===== src/rtl/aln_pkg.sv =====
package aln_pkg;

    typedef enum logic [1:0] {
        ST_IDLE = 2'd0,
        ST_FILL = 2'd1,
        ST_RUN  = 2'd2
    } strip_st_t;

    localparam int SUB_ENTRIES = 4;

endpackage


===== src/rtl/aln_subst.sv =====
module aln_subst #(
    parameter int W = 8
) (
    input  logic [W-1:0]               q_sym,
    input  logic [W-1:0]               d_sym,
    input  logic [aln_pkg::SUB_ENTRIES*W-1:0] tab,
    output logic signed [W-1:0]        score
);
    logic [1:0] idx;
    logic       unk;

    always_comb begin
        unk = (q_sym > W'(3)) || (d_sym > W'(3));
        if (unk)                    idx = 2'd3;
        else if (q_sym == d_sym)    idx = 2'd0;
        else if (q_sym[0] == d_sym[0]) idx = 2'd1;
        else                        idx = 2'd2;
    end

    always_comb begin
        unique case (idx)
            2'd0: score = $signed(tab[0*W +: W]);
            2'd1: score = $signed(tab[1*W +: W]);
            2'd2: score = $signed(tab[2*W +: W]);
            default: score = $signed(tab[3*W +: W]);
        endcase
    end
endmodule


===== src/rtl/aln_lane.sv =====
module aln_lane #(
    parameter int W = 8
) (
    input  logic                       active,
    input  logic [W-1:0]               q_sym,
    input  logic [W-1:0]               d_sym,
    input  logic [aln_pkg::SUB_ENTRIES*W-1:0] tab,
    input  logic signed [W-1:0]        pen_open,
    input  logic signed [W-1:0]        pen_ext,
    input  logic signed [W-1:0]        diag_h,
    input  logic signed [W-1:0]        left_h,
    input  logic signed [W-1:0]        left_e,
    input  logic                       left_gap,
    input  logic signed [W-1:0]        up_h,
    input  logic signed [W-1:0]        up_f,
    input  logic                       up_gap,
    output logic signed [W-1:0]        h_new,
    output logic signed [W-1:0]        e_new,
    output logic signed [W-1:0]        f_new,
    output logic                       gap_new
);
    function automatic logic signed [W-1:0] sadd(input logic signed [W-1:0] a,
                                                 input logic signed [W-1:0] b);
        logic signed [W:0] s;
        s = {a[W-1], a} + {b[W-1], b};
        if (s[W] != s[W-1])
            return s[W] ? {1'b1, {(W-1){1'b0}}} : {1'b0, {(W-1){1'b1}}};
        return s[W-1:0];
    endfunction

    function automatic logic signed [W-1:0] smax(input logic signed [W-1:0] a,
                                                 input logic signed [W-1:0] b);
        return (a > b) ? a : b;
    endfunction

    logic signed [W-1:0] score;
    logic signed [W-1:0] diag_sum, e_cand, f_cand, e_val, f_val, gap_best;

    aln_subst #(.W(W)) u_subst (
        .q_sym (q_sym),
        .d_sym (d_sym),
        .tab   (tab),
        .score (score)
    );

    always_comb begin
        diag_sum = sadd(diag_h, score);
        e_cand   = sadd(left_h, left_gap ? pen_ext : pen_open);
        f_cand   = sadd(up_h, up_gap ? pen_ext : pen_open);
        e_val    = smax(left_e, e_cand);
        f_val    = smax(up_f, f_cand);
        gap_best = smax(e_val, f_val);
        if (active) begin
            e_new   = e_val;
            f_new   = f_val;
            h_new   = smax('0, smax(gap_best, diag_sum));
            gap_new = (gap_best > diag_sum) && (gap_best > $signed(W'(0)));
        end else begin
            e_new   = '0;
            f_new   = '0;
            h_new   = '0;
            gap_new = 1'b0;
        end
    end
endmodule


===== src/rtl/aln_ctrl.sv =====
module aln_ctrl
    import aln_pkg::*;
#(
    parameter int LANES = 4
) (
    input  logic             clk,
    input  logic             rst_n,
    input  logic             start,
    input  logic             in_valid,
    output logic             accept,
    output logic             clear,
    output logic [LANES-1:0] lane_active
);
    localparam int CW = (LANES > 1) ? $clog2(LANES) : 1;

    strip_st_t      state, state_nx;
    logic [CW-1:0]  fill_cnt, fill_cnt_nx;

    always_ff @(posedge clk or negedge rst_n) begin
        if (!rst_n) begin
            state    <= ST_IDLE;
            fill_cnt <= '0;
        end else begin
            state    <= state_nx;
            fill_cnt <= fill_cnt_nx;
        end
    end

    always_comb begin
        state_nx    = state;
        fill_cnt_nx = fill_cnt;
        unique case (state)
            ST_IDLE: begin
                if (start) begin
                    state_nx    = ST_FILL;
                    fill_cnt_nx = '0;
                end
            end
            ST_FILL: begin
                if (start) begin
                    fill_cnt_nx = '0;
                end else if (in_valid) begin
                    if (fill_cnt == CW'(LANES-1)) state_nx = ST_RUN;
                    else fill_cnt_nx = fill_cnt + 1'b1;
                end
            end
            ST_RUN: begin
                if (start) begin
                    state_nx    = ST_FILL;
                    fill_cnt_nx = '0;
                end
            end
            default: state_nx = ST_IDLE;
        endcase
    end

    always_comb begin
        clear  = start;
        accept = in_valid && !start && (state != ST_IDLE);
    end

    for (genvar k = 0; k < LANES; k++) begin : g_act
        assign lane_active[k] = (state == ST_RUN) ||
                                ((state == ST_FILL) && (fill_cnt >= CW'(k)));
    end


    fill_to_run_chk: assert property (@(posedge clk) disable iff (!rst_n)
        $rose(state == ST_RUN) |-> $past(in_valid) && !$past(start));


    idle_hold_chk: assert property (@(posedge clk) disable iff (!rst_n)
        (state == ST_IDLE && !start) |=> state == ST_IDLE);
endmodule


===== src/rtl/aln_cellvec.sv =====
module aln_cellvec
    import aln_pkg::*;
#(
    parameter int W     = 8,
    parameter int LANES = 4
) (
    input  logic                   clk,
    input  logic                   rst_n,
    input  logic                   start,
    input  logic                   in_valid,
    input  logic [LANES*W-1:0]     qry_sym,
    input  logic [LANES*W-1:0]     ref_sym,
    input  logic [SUB_ENTRIES*W-1:0] sub_tab,
    input  logic [W-1:0]           pen_open,
    input  logic [W-1:0]           pen_ext,
    input  logic [W-1:0]           feed_h,
    input  logic [W-1:0]           feed_e,
    input  logic                   feed_gap,
    output logic [LANES*W-1:0]     h_out,
    output logic [LANES*W-1:0]     e_out,
    output logic [LANES*W-1:0]     f_out,
    output logic [LANES-1:0]       gap_out,
    output logic                   out_valid
);
    logic             accept, clear;
    logic [LANES-1:0] lane_active;

    logic signed [W-1:0] h_q  [LANES];
    logic signed [W-1:0] hd_q [LANES];
    logic signed [W-1:0] e_q  [LANES];
    logic signed [W-1:0] f_q  [LANES];
    logic [LANES-1:0]    g_q;
    logic signed [W-1:0] feed_h_q;

    logic signed [W-1:0] h_nx [LANES];
    logic signed [W-1:0] e_nx [LANES];
    logic signed [W-1:0] f_nx [LANES];
    logic [LANES-1:0]    g_nx;

    aln_ctrl #(.LANES(LANES)) u_ctrl (
        .clk         (clk),
        .rst_n       (rst_n),
        .start       (start),
        .in_valid    (in_valid),
        .accept      (accept),
        .clear       (clear),
        .lane_active (lane_active)
    );

    for (genvar k = 0; k < LANES; k++) begin : g_lane
        logic signed [W-1:0] l_h, l_e, d_h;
        logic                l_g;
        if (k == 0) begin : g_edge
            assign l_h = $signed(feed_h);
            assign l_e = $signed(feed_e);
            assign l_g = feed_gap;
            assign d_h = feed_h_q;
        end else begin : g_chain
            assign l_h = h_q[k-1];
            assign l_e = e_q[k-1];
            assign l_g = g_q[k-1];
            assign d_h = hd_q[k-1];
        end

        aln_lane #(.W(W)) u_lane (
            .active   (lane_active[k]),
            .q_sym    (qry_sym[k*W +: W]),
            .d_sym    (ref_sym[k*W +: W]),
            .tab      (sub_tab),
            .pen_open ($signed(pen_open)),
            .pen_ext  ($signed(pen_ext)),
            .diag_h   (d_h),
            .left_h   (l_h),
            .left_e   (l_e),
            .left_gap (l_g),
            .up_h     (h_q[k]),
            .up_f     (f_q[k]),
            .up_gap   (g_q[k]),
            .h_new    (h_nx[k]),
            .e_new    (e_nx[k]),
            .f_new    (f_nx[k]),
            .gap_new  (g_nx[k])
        );

        assign h_out[k*W +: W] = h_q[k];
        assign e_out[k*W +: W] = e_q[k];
        assign f_out[k*W +: W] = f_q[k];


        h_dominates_chk: assert property (@(posedge clk) disable iff (!rst_n)
            out_valid |-> (h_q[k] >= e_q[k]) && (h_q[k] >= f_q[k]) &&
                          (h_q[k] >= $signed(W'(0))));


        gap_positive_chk: assert property (@(posedge clk) disable iff (!rst_n)
            g_q[k] |-> h_q[k] > $signed(W'(0)));
    end

    assign gap_out = g_q;

    always_ff @(posedge clk or negedge rst_n) begin
        if (!rst_n) begin
            for (int k = 0; k < LANES; k++) begin
                h_q[k]  <= '0;
                hd_q[k] <= '0;
                e_q[k]  <= '0;
                f_q[k]  <= '0;
            end
            g_q       <= '0;
            feed_h_q  <= '0;
            out_valid <= 1'b0;
        end else if (clear) begin
            for (int k = 0; k < LANES; k++) begin
                h_q[k]  <= '0;
                hd_q[k] <= '0;
                e_q[k]  <= '0;
                f_q[k]  <= '0;
            end
            g_q       <= '0;
            feed_h_q  <= '0;
            out_valid <= 1'b0;
        end else if (accept) begin
            for (int k = 0; k < LANES; k++) begin
                h_q[k]  <= h_nx[k];
                hd_q[k] <= h_q[k];
                e_q[k]  <= e_nx[k];
                f_q[k]  <= f_nx[k];
            end
            g_q       <= g_nx;
            feed_h_q  <= $signed(feed_h);
            out_valid <= 1'b1;
        end else begin
            out_valid <= 1'b0;
        end
    end


    valid_latency_chk: assert property (@(posedge clk) disable iff (!rst_n)
        out_valid |-> $past(in_valid) && !$past(start));


    hold_state_chk: assert property (@(posedge clk) disable iff (!rst_n)
        !(in_valid || start) |=> $stable(h_out) && $stable(e_out) &&
                                 $stable(f_out) && $stable(gap_out) && !out_valid);


    start_clear_chk: assert property (@(posedge clk) disable iff (!rst_n)
        start |=> (h_out == '0) && (e_out == '0) && (gap_out == '0) && !out_valid);
endmodule


===== config.mk =====
export PLATFORM = sky130hd
export DESIGN_NAME = aln_cellvec
export DESIGN_NICKNAME = d
export VERILOG_FILES = /design/src/rtl/aln_pkg.sv /design/src/rtl/aln_subst.sv /design/src/rtl/aln_lane.sv /design/src/rtl/aln_ctrl.sv /design/src/rtl/aln_cellvec.sv
export SDC_FILE = /design/constraint.sdc
export NUM_CORES = 1
export LEC_CHECK = 0
export BUFFER_PORTS_ARGS = -buffer_cell sky130_fd_sc_hd__buf_2
export CAP_MARGIN = 40
export CORE_ASPECT_RATIO = 0.8
export CORE_MARGIN = 1.5
export CORE_UTILIZATION = 60
export DETAILED_ROUTE_END_ITERATION = 10
export GPL_TIMING_DRIVEN = 0
export PLACE_DENSITY = 0.91
export RECOVER_POWER = 25
export SLEW_MARGIN = 5
export SYNTH_ARGS = -nofsm -noshare
export SYNTH_HDL_FRONTEND = slang
export SYNTH_HIERARCHICAL = 1
export SYNTH_SLANG_ARGS = --single-unit

===== constraint.sdc =====
create_clock -name clk -period 11.9 [get_ports clk]
set_input_delay 1.19 -clock clk [delete_from_list [all_inputs] [get_ports clk]]
set_output_delay 1.19 -clock clk [all_outputs]
set_load 0.01 [all_outputs]

==> flow_summary.json, run 1 <==
{
  "fillerInstances": 2489,
  "drt_wl_total_um": 64600,
  "route.detailed.drc": 0,
  "worst_slew_pin_slew_ns": 4.18,
  "synth-edff-count": 0,
  "finalSetupViolations": 0,
  "die_x_um": 203,
  "slew_viol_final": 140,
  "layout_commonest_cell": "nor2_1",
  "crit_slowest_cell": "o31ai_1",
  "grt_pass1_wl_um": 99100,
  "wire_per_inst_um": 22.3,
  "timing.final.crit_share": 0.958,
  "syn_avg_cell_area_um2": 8.70,
  "clock-root-buffer": "clkbuf_16",
  "seq_area_um2": 3430,
  "initial_core_util": 0.610,
  "core_um2": 31400,
  "hold_violations": 0,
  "syn-num-nets": 2595,
  "cp-end-kind": "flip-flop",
  "fin_setup_tns_ns": 0,
  "synthSimpleGateAreaFrac": 0.168,
  "overflow": 0,
  "cts.clk_slew.worst_paths_ns": 0.06,
  "clk_latency_ns": 0.44,
  "numPortBuffers": 232,
  "dpl-instance-area_um2": 20900,
  "ant_nets": 0,
  "gp_congestion": 0.982,
  "area_growth_pct": 12.5,
  "powerDensity_nw_per_um2": 228,
  "r2r-end": "g_lane[2].l_h[0]",
  "synthFlopType": "dfrtp_1",
  "power.total_w": 0.00492,
  "status": "complete, but fails checks",
  "grt_pass1_vias": 18000,
  "ir_worst_vdd_mv": 0.295,
  "cts_tree": "yes",
  "antenna_found_initial": 4,
  "synth-compound-area-share": 0.199,
  "hold_depth": 2,
  "leakage_nw": 10.7,
  "synthMuxAreaShare": 0.165,
  "hpwl_um": 50700,
  "multi_input_area_um2": 14600,
  "ff2ff_path_depth": 46,
  "die_h_um": 163,
  "yosysUniqueCellTypes": 104,
  "synth_top_family_by_area": "compound AO/OA/AOI/OAI gates",
  "synth-xor-area-share": 0.0526,
  "critical_path_arrival_ns": 11.70,
  "via_per_inst": 6.51,
  "cts_num_sinks": 137,
  "synth-seq-cells": 137,
  "synthAdderAreaFrac": 0.176,
  "ys_warn_count": 6,
  "die_area_um2": 33000,
  "finClkSkew_ns": 0.00711,
  "syn_inst": 2203,
  "slowest_delay_ns": 0.72,
  "synthArstFlopShare": 1.00,
  "cts_buffer_depth": 2,
  "fmaxAchievable_mhz": 87.7,
  "hold_buffers": 0,
  "final_cell_mix": "nor2_1 (254), ha_1 (247), buf_2 (242), mux2i_1 (211), inv_1 (167)",
  "rsz0062_at_grt": "false",
  "min_path_type": "flip-flop to flip-flop",
  "drive_gt1_frac": 0.188,
  "grt_usage": 0.386,
  "nNetsFinal": 2848,
  "critPathKind": "input port to flip-flop",
  "relSlewSlack": -1.79,
  "synthesis.area_um2": 19200,
  "hold_end": "e_out[25]",
  "cp_max_fo": 10,
  "htreeDepth": 4,
  "final_area_um2": 21600,
  "first_pass_iters": 8,
  "maxCapViolations": 2,
  "grt_start_max_net_pins": 77,
  "period_minus_slack_ns": 11.40,
  "critPathLaunchType": "input port",
  "worst_hold_slack_ns": 0.529,
  "yosysSeqAreaShare": 0.179,
  "cts_made_buffers": 17,
  "rows": 58,
  "hp-start": "e_out[25]",
  "first_iter_violations": 1880,
  "violations": "capacitance limit, slew limit",
  "vias": 18800,
  "num_io_pins": 234,
  "r2r-start": "gap_out[1]",
  "reg2reg_slack_ns": 0.56,
  "critPathRequiredTime_ns": 12.20
}
==> layout make-up <==
| cell class | instances | share of cell area |
|---|---|---|
| timing repair buffer | 234 | 0.0546 |
| inverter | 169 | 0.0294 |
| clock buffer | 21 | 0.0214 |
| clock inverter | 11 | 0.0101 |
| tap | 420 | 0.0244 |
| buffer | 73 | 0.0234 |
| antenna | 4 | 0.000464 |
| sequential | 137 | 0.159 |
| multi-input combinational | 1824 | 0.677 |
==> registers in the layout, summed over array words and instances (netlist names) <==
name	count
g_lane.l_e	24
h_out	8
g_lane.d_h	24
f_out	32
u_ctrl/fill_cnt	2
feed_h_q	8
u_ctrl/state	2
g_lane.l_h	24
e_out	8
gap_out	4
out_valid	1
==> power by group <==
part / total [W] / internal [W] / switching (W)
combinational: 0.00376 / 0.00149 / 0.00227
clock: 0.000632 / 0.000405 / 0.000227
sequential: 0.000531 / 0.000487 / 0.0000436
==> routing by layer <==
layer	up-vias	GRT usage	part of all wire
li1	8470	-	-
met2	1160	0.588	0.43
met4	2	0.190	0.047
met1	8963	0.518	0.41
met5	-	0	0.00020
met3	228	0.0804	0.11
==> critical path: cells and delay by family <==
family	cells	cell delay, ns
AOI/OAI and AO/OA	21	4.85
xor gates and xnor gates	1	0.18
adders and majority gates	5	1.42
buffers and inverters	6	1.11
muxes	3	0.84
and+or+nand+nor	10	2.11
==> cell usage after synthesis (7+ instances only) <==
library cell | number | area [um2]
o211a_1 | 9 | 90.1
a41oi_1 | 32 | 280
a21o_1 | 50 | 375
fa_1 | 12 | 240
o21a_1 | 38 | 285
nor2b_1 | 34 | 213
o211ai_1 | 13 | 97.6
mux2_2 | 89 | 1000
nand2b_1 | 49 | 307
a211oi_1 | 30 | 225
ha_1 | 247 | 3090
or3_1 | 10 | 62.6
inv_1 | 167 | 627
nor2_1 | 254 | 953
a31oi_1 | 13 | 81.3
nor3b_1 | 8 | 60.1
o21bai_1 | 23 | 173
o31ai_1 | 7 | 52.6
nor4_4 | 13 | 277
or2b_1 | 8 | 60.1
nand3_1 | 24 | 120
nor3_1 | 15 | 75.1
nand4_1 | 23 | 144
nand2_1 | 75 | 282
a21oi_1 | 132 | 661
dfrtp_1 | 137 | 3430
buf_4 | 13 | 97.6
clkbuf_1 | 31 | 116
and4_1 | 8 | 70.1
xnor2_1 | 80 | 701
buf_2 | 12 | 60.1
and2_1 | 23 | 144
or2_2 | 7 | 43.8
a21boi_0 | 10 | 75.1
xor2_1 | 35 | 307
o21ai_1 | 13 | 65.1
nor4_1 | 7 | 43.8
mux2i_1 | 211 | 2110
o21ai_0 | 115 | 576
==> timing repair <==
item                       4_1_cts  5_1_grt
resized for setup                0        2
setup endpoints to repair        0        7
setup buffers                    0        0
==> cell families (layout without fill, tap and decap cells) <==
kind of cell,Yosys count,count (layout)
simple gates,592,592
buf+inv,242,508
flops,137,137
mux,303,303
other cells,4,8
fa+ha+maj,263,263
xor+xnor,115,115
compound gates,547,547
==> metrics by stage <==
stage	cells	setup WS, ns	utilization
floorplan	2203	2.21	-
global placement	2855	0.639	0.663
detailed placement	2857	0.447	0.665
CTS	2889	0.813	0.686
global route	2889	0.120	0.686
finish	2893	0.504	0.686
==> worst max path at each step <==
stage	startpoint	endpoint	cells past startpoint
2_1_floorplan	pen_ext[1]	g_lane[2].l_h[1]	44
5_1_grt	pen_ext[1]	g_lane[2].l_h[3]	46
3_5_place_dp	pen_ext[1]	g_lane[3].l_h[6]	45
6_report	pen_ext[1]	g_lane[2].l_h[0]	46
4_1_cts	pen_ext[1]	g_lane[3].l_h[6]	45
3_3_place_gp	pen_ext[1]	g_lane[3].l_h[6]	47
No activity file was read; power rests on OpenSTA's default activity.
==> run 2, diff against run 1 <==
==> constraint.sdc (replaced) <==
create_clock -name clk -period 12.5 [get_ports clk]
set_input_delay 1.25 -clock clk [delete_from_list [all_inputs] [get_ports clk]]
set_output_delay 1.25 -clock clk [all_outputs]
set_load 0.01 [all_outputs]
==> flow_summary.json, run 2 (synthesis results as in run 1) <==
{
  "cp_max_fo": 10,
  "power.total_w": 0.00468,
  "vias": 18800,
  "rsz0062_at_grt": "false",
  "relSlewSlack": -1.80,
  "cts_resized": 0,
  "maxCapViolations": 2,
  "final_cell_mix": "nor2_1 (254), ha_1 (247), buf_2 (242), mux2i_1 (211), inv_1 (167)",
  "critPathKind": "input port to flip-flop",
  "die_area_um2": 33000,
  "cts_tree": "yes",
  "cts.clk_slew.worst_paths_ns": 0.06,
  "route.detailed.drc": 0,
  "via_per_inst": 6.51,
  "ir_worst_vdd_mv": 0.283,
  "slew_viol_final": 140,
  "critical_path_arrival_ns": 11.96,
  "period_minus_slack_ns": 11.59,
  "cp_top_family": "compound AO/OA/AOI/OAI gates",
  "grt_pass1_vias": 18000,
  "clock-root-buffer": "clkbuf_16",
  "gp_congestion": 0.982,
  "die_h_um": 163,
  "area_growth_pct": 12.5,
  "cts_setup_buffers": 0,
  "numPortBuffers": 232,
  "min_path_type": "flip-flop to flip-flop",
  "first_pass_iters": 6,
  "pre_cts_slack_ns": 0.987,
  "hold_buffers": 0,
  "die_x_um": 203,
  "initial_core_util": 0.610,
  "largest_reg_flops": 32,
  "crit_slowest_cell": "a21oi_1",
  "drt_wl_total_um": 64500,
  "critPathLaunchType": "input port",
  "powerDensity_nw_per_um2": 217,
  "core_um2": 31400,
  "htreeDepth": 4,
  "timing.final.crit_share": 0.927,
  "hold_violations": 0,
  "final_area_um2": 21500,
  "cts_made_buffers": 17,
  "fmaxAchievable_mhz": 86.3,
  "grt_pass1_wl_um": 99100,
  "final_core_util": 0.686,
  "wire_per_inst_um": 22.3,
  "ant_nets": 0,
  "fin_setup_tns_ns": 0,
  "rows": 58,
  "first_iter_violations": 1853,
  "critPathRequiredTime_ns": 12.87,
  "finClkSkew_ns": 0.00783,
  "setup_slack_ns": 0.911,
  "antenna_found_initial": 4,
  "cts_buffer_depth": 2,
  "hpwl_um": 50700,
  "cts_num_sinks": 137,
  "violations": "capacitance limit, slew limit",
  "slowest_delay_ns": 0.64,
  "num_io_pins": 234,
  "nNetsFinal": 2848,
  "layout_commonest_cell": "nor2_1",
  "dpl-instance-area_um2": 20900,
  "finalSetupViolations": 0,
  "overflow": 0,
  "grt_usage": 0.386,
  "leakage_nw": 10.7,
  "grt_start_max_net_pins": 77,
  "worst_slew_pin_slew_ns": 4.20,
  "cp-end-kind": "flip-flop",
  "clk_latency_ns": 0.45,
  "status": "complete, but fails checks",
  "drive_gt1_frac": 0.188,
  "cp_num_buf_inv": 8
}
[run 2: worst register-to-register path: cells and delay by family, from the launching register on]
family	cells	cell delay [ns]
buffers and inverters	8	1.79
AO/OA/AOI/OAI	16	3.80
multiplexers	5	1.86
AND/OR/NAND/NOR	10	1.71
flip-flops	1	0.44
XOR/XNOR	1	0.11
adder cells (fa/ha/maj)	5	1.70
[run 2: final cells by class]
cell class              instances  area (um2)
diodes                          2        5.00
plain buffers                  73         504
clock buffers                  21         460
clock inverters                11         218
fillers                      2490        9880
inverters                     169         634
multi-input cells            1824       14600
flip-flops and latches        137        3430
well taps                     420         526
repair buffers                234        1180
[run 2: path summary, 6_finish.rpt]
path                            start  slack, ns          endpoint  depth (start not counted)
hold / removal              e_out[25]       0.53         e_out[25]                          2
setup / recovery           pen_ext[1]       0.91  g_lane[3].l_h[6]                         45
hold reg to reg             e_out[25]       0.53         e_out[25]                          2
min in group asynchronous       rst_n       2.00         f_out[25]                          1
setup reg to reg           gap_out[1]       0.99  g_lane[3].l_h[6]                         45
max in group asynchronous       rst_n       5.18          f_out[3]                          2
[run 2: power by group]
part / switching (W) / internal [W] / total [W]
clock: 0.000217 / 0.000385 / 0.000602
sequential: 0.0000412 / 0.000464 / 0.000505
combinational: 0.00216 / 0.00141 / 0.00357
[run 2: routing by layer]
metal,global-route usage,vias up,wire length [um]
met5,0,-,32
met3,0.0804,258,7520
li1,-,8470,-
met4,0.190,4,3540
met2,0.588,1146,27300
met1,0.518,8956,26100
[run 2: per-stage QoR]
stage | instances | hold slack (ns)
after floorplan | 2203 | 0.493
after global placement | 2855 | 0.500
after detailed placement | 2857 | 0.509
after CTS | 2889 | 0.526
after global routing | 2889 | 0.554
final | 2891 | 0.528
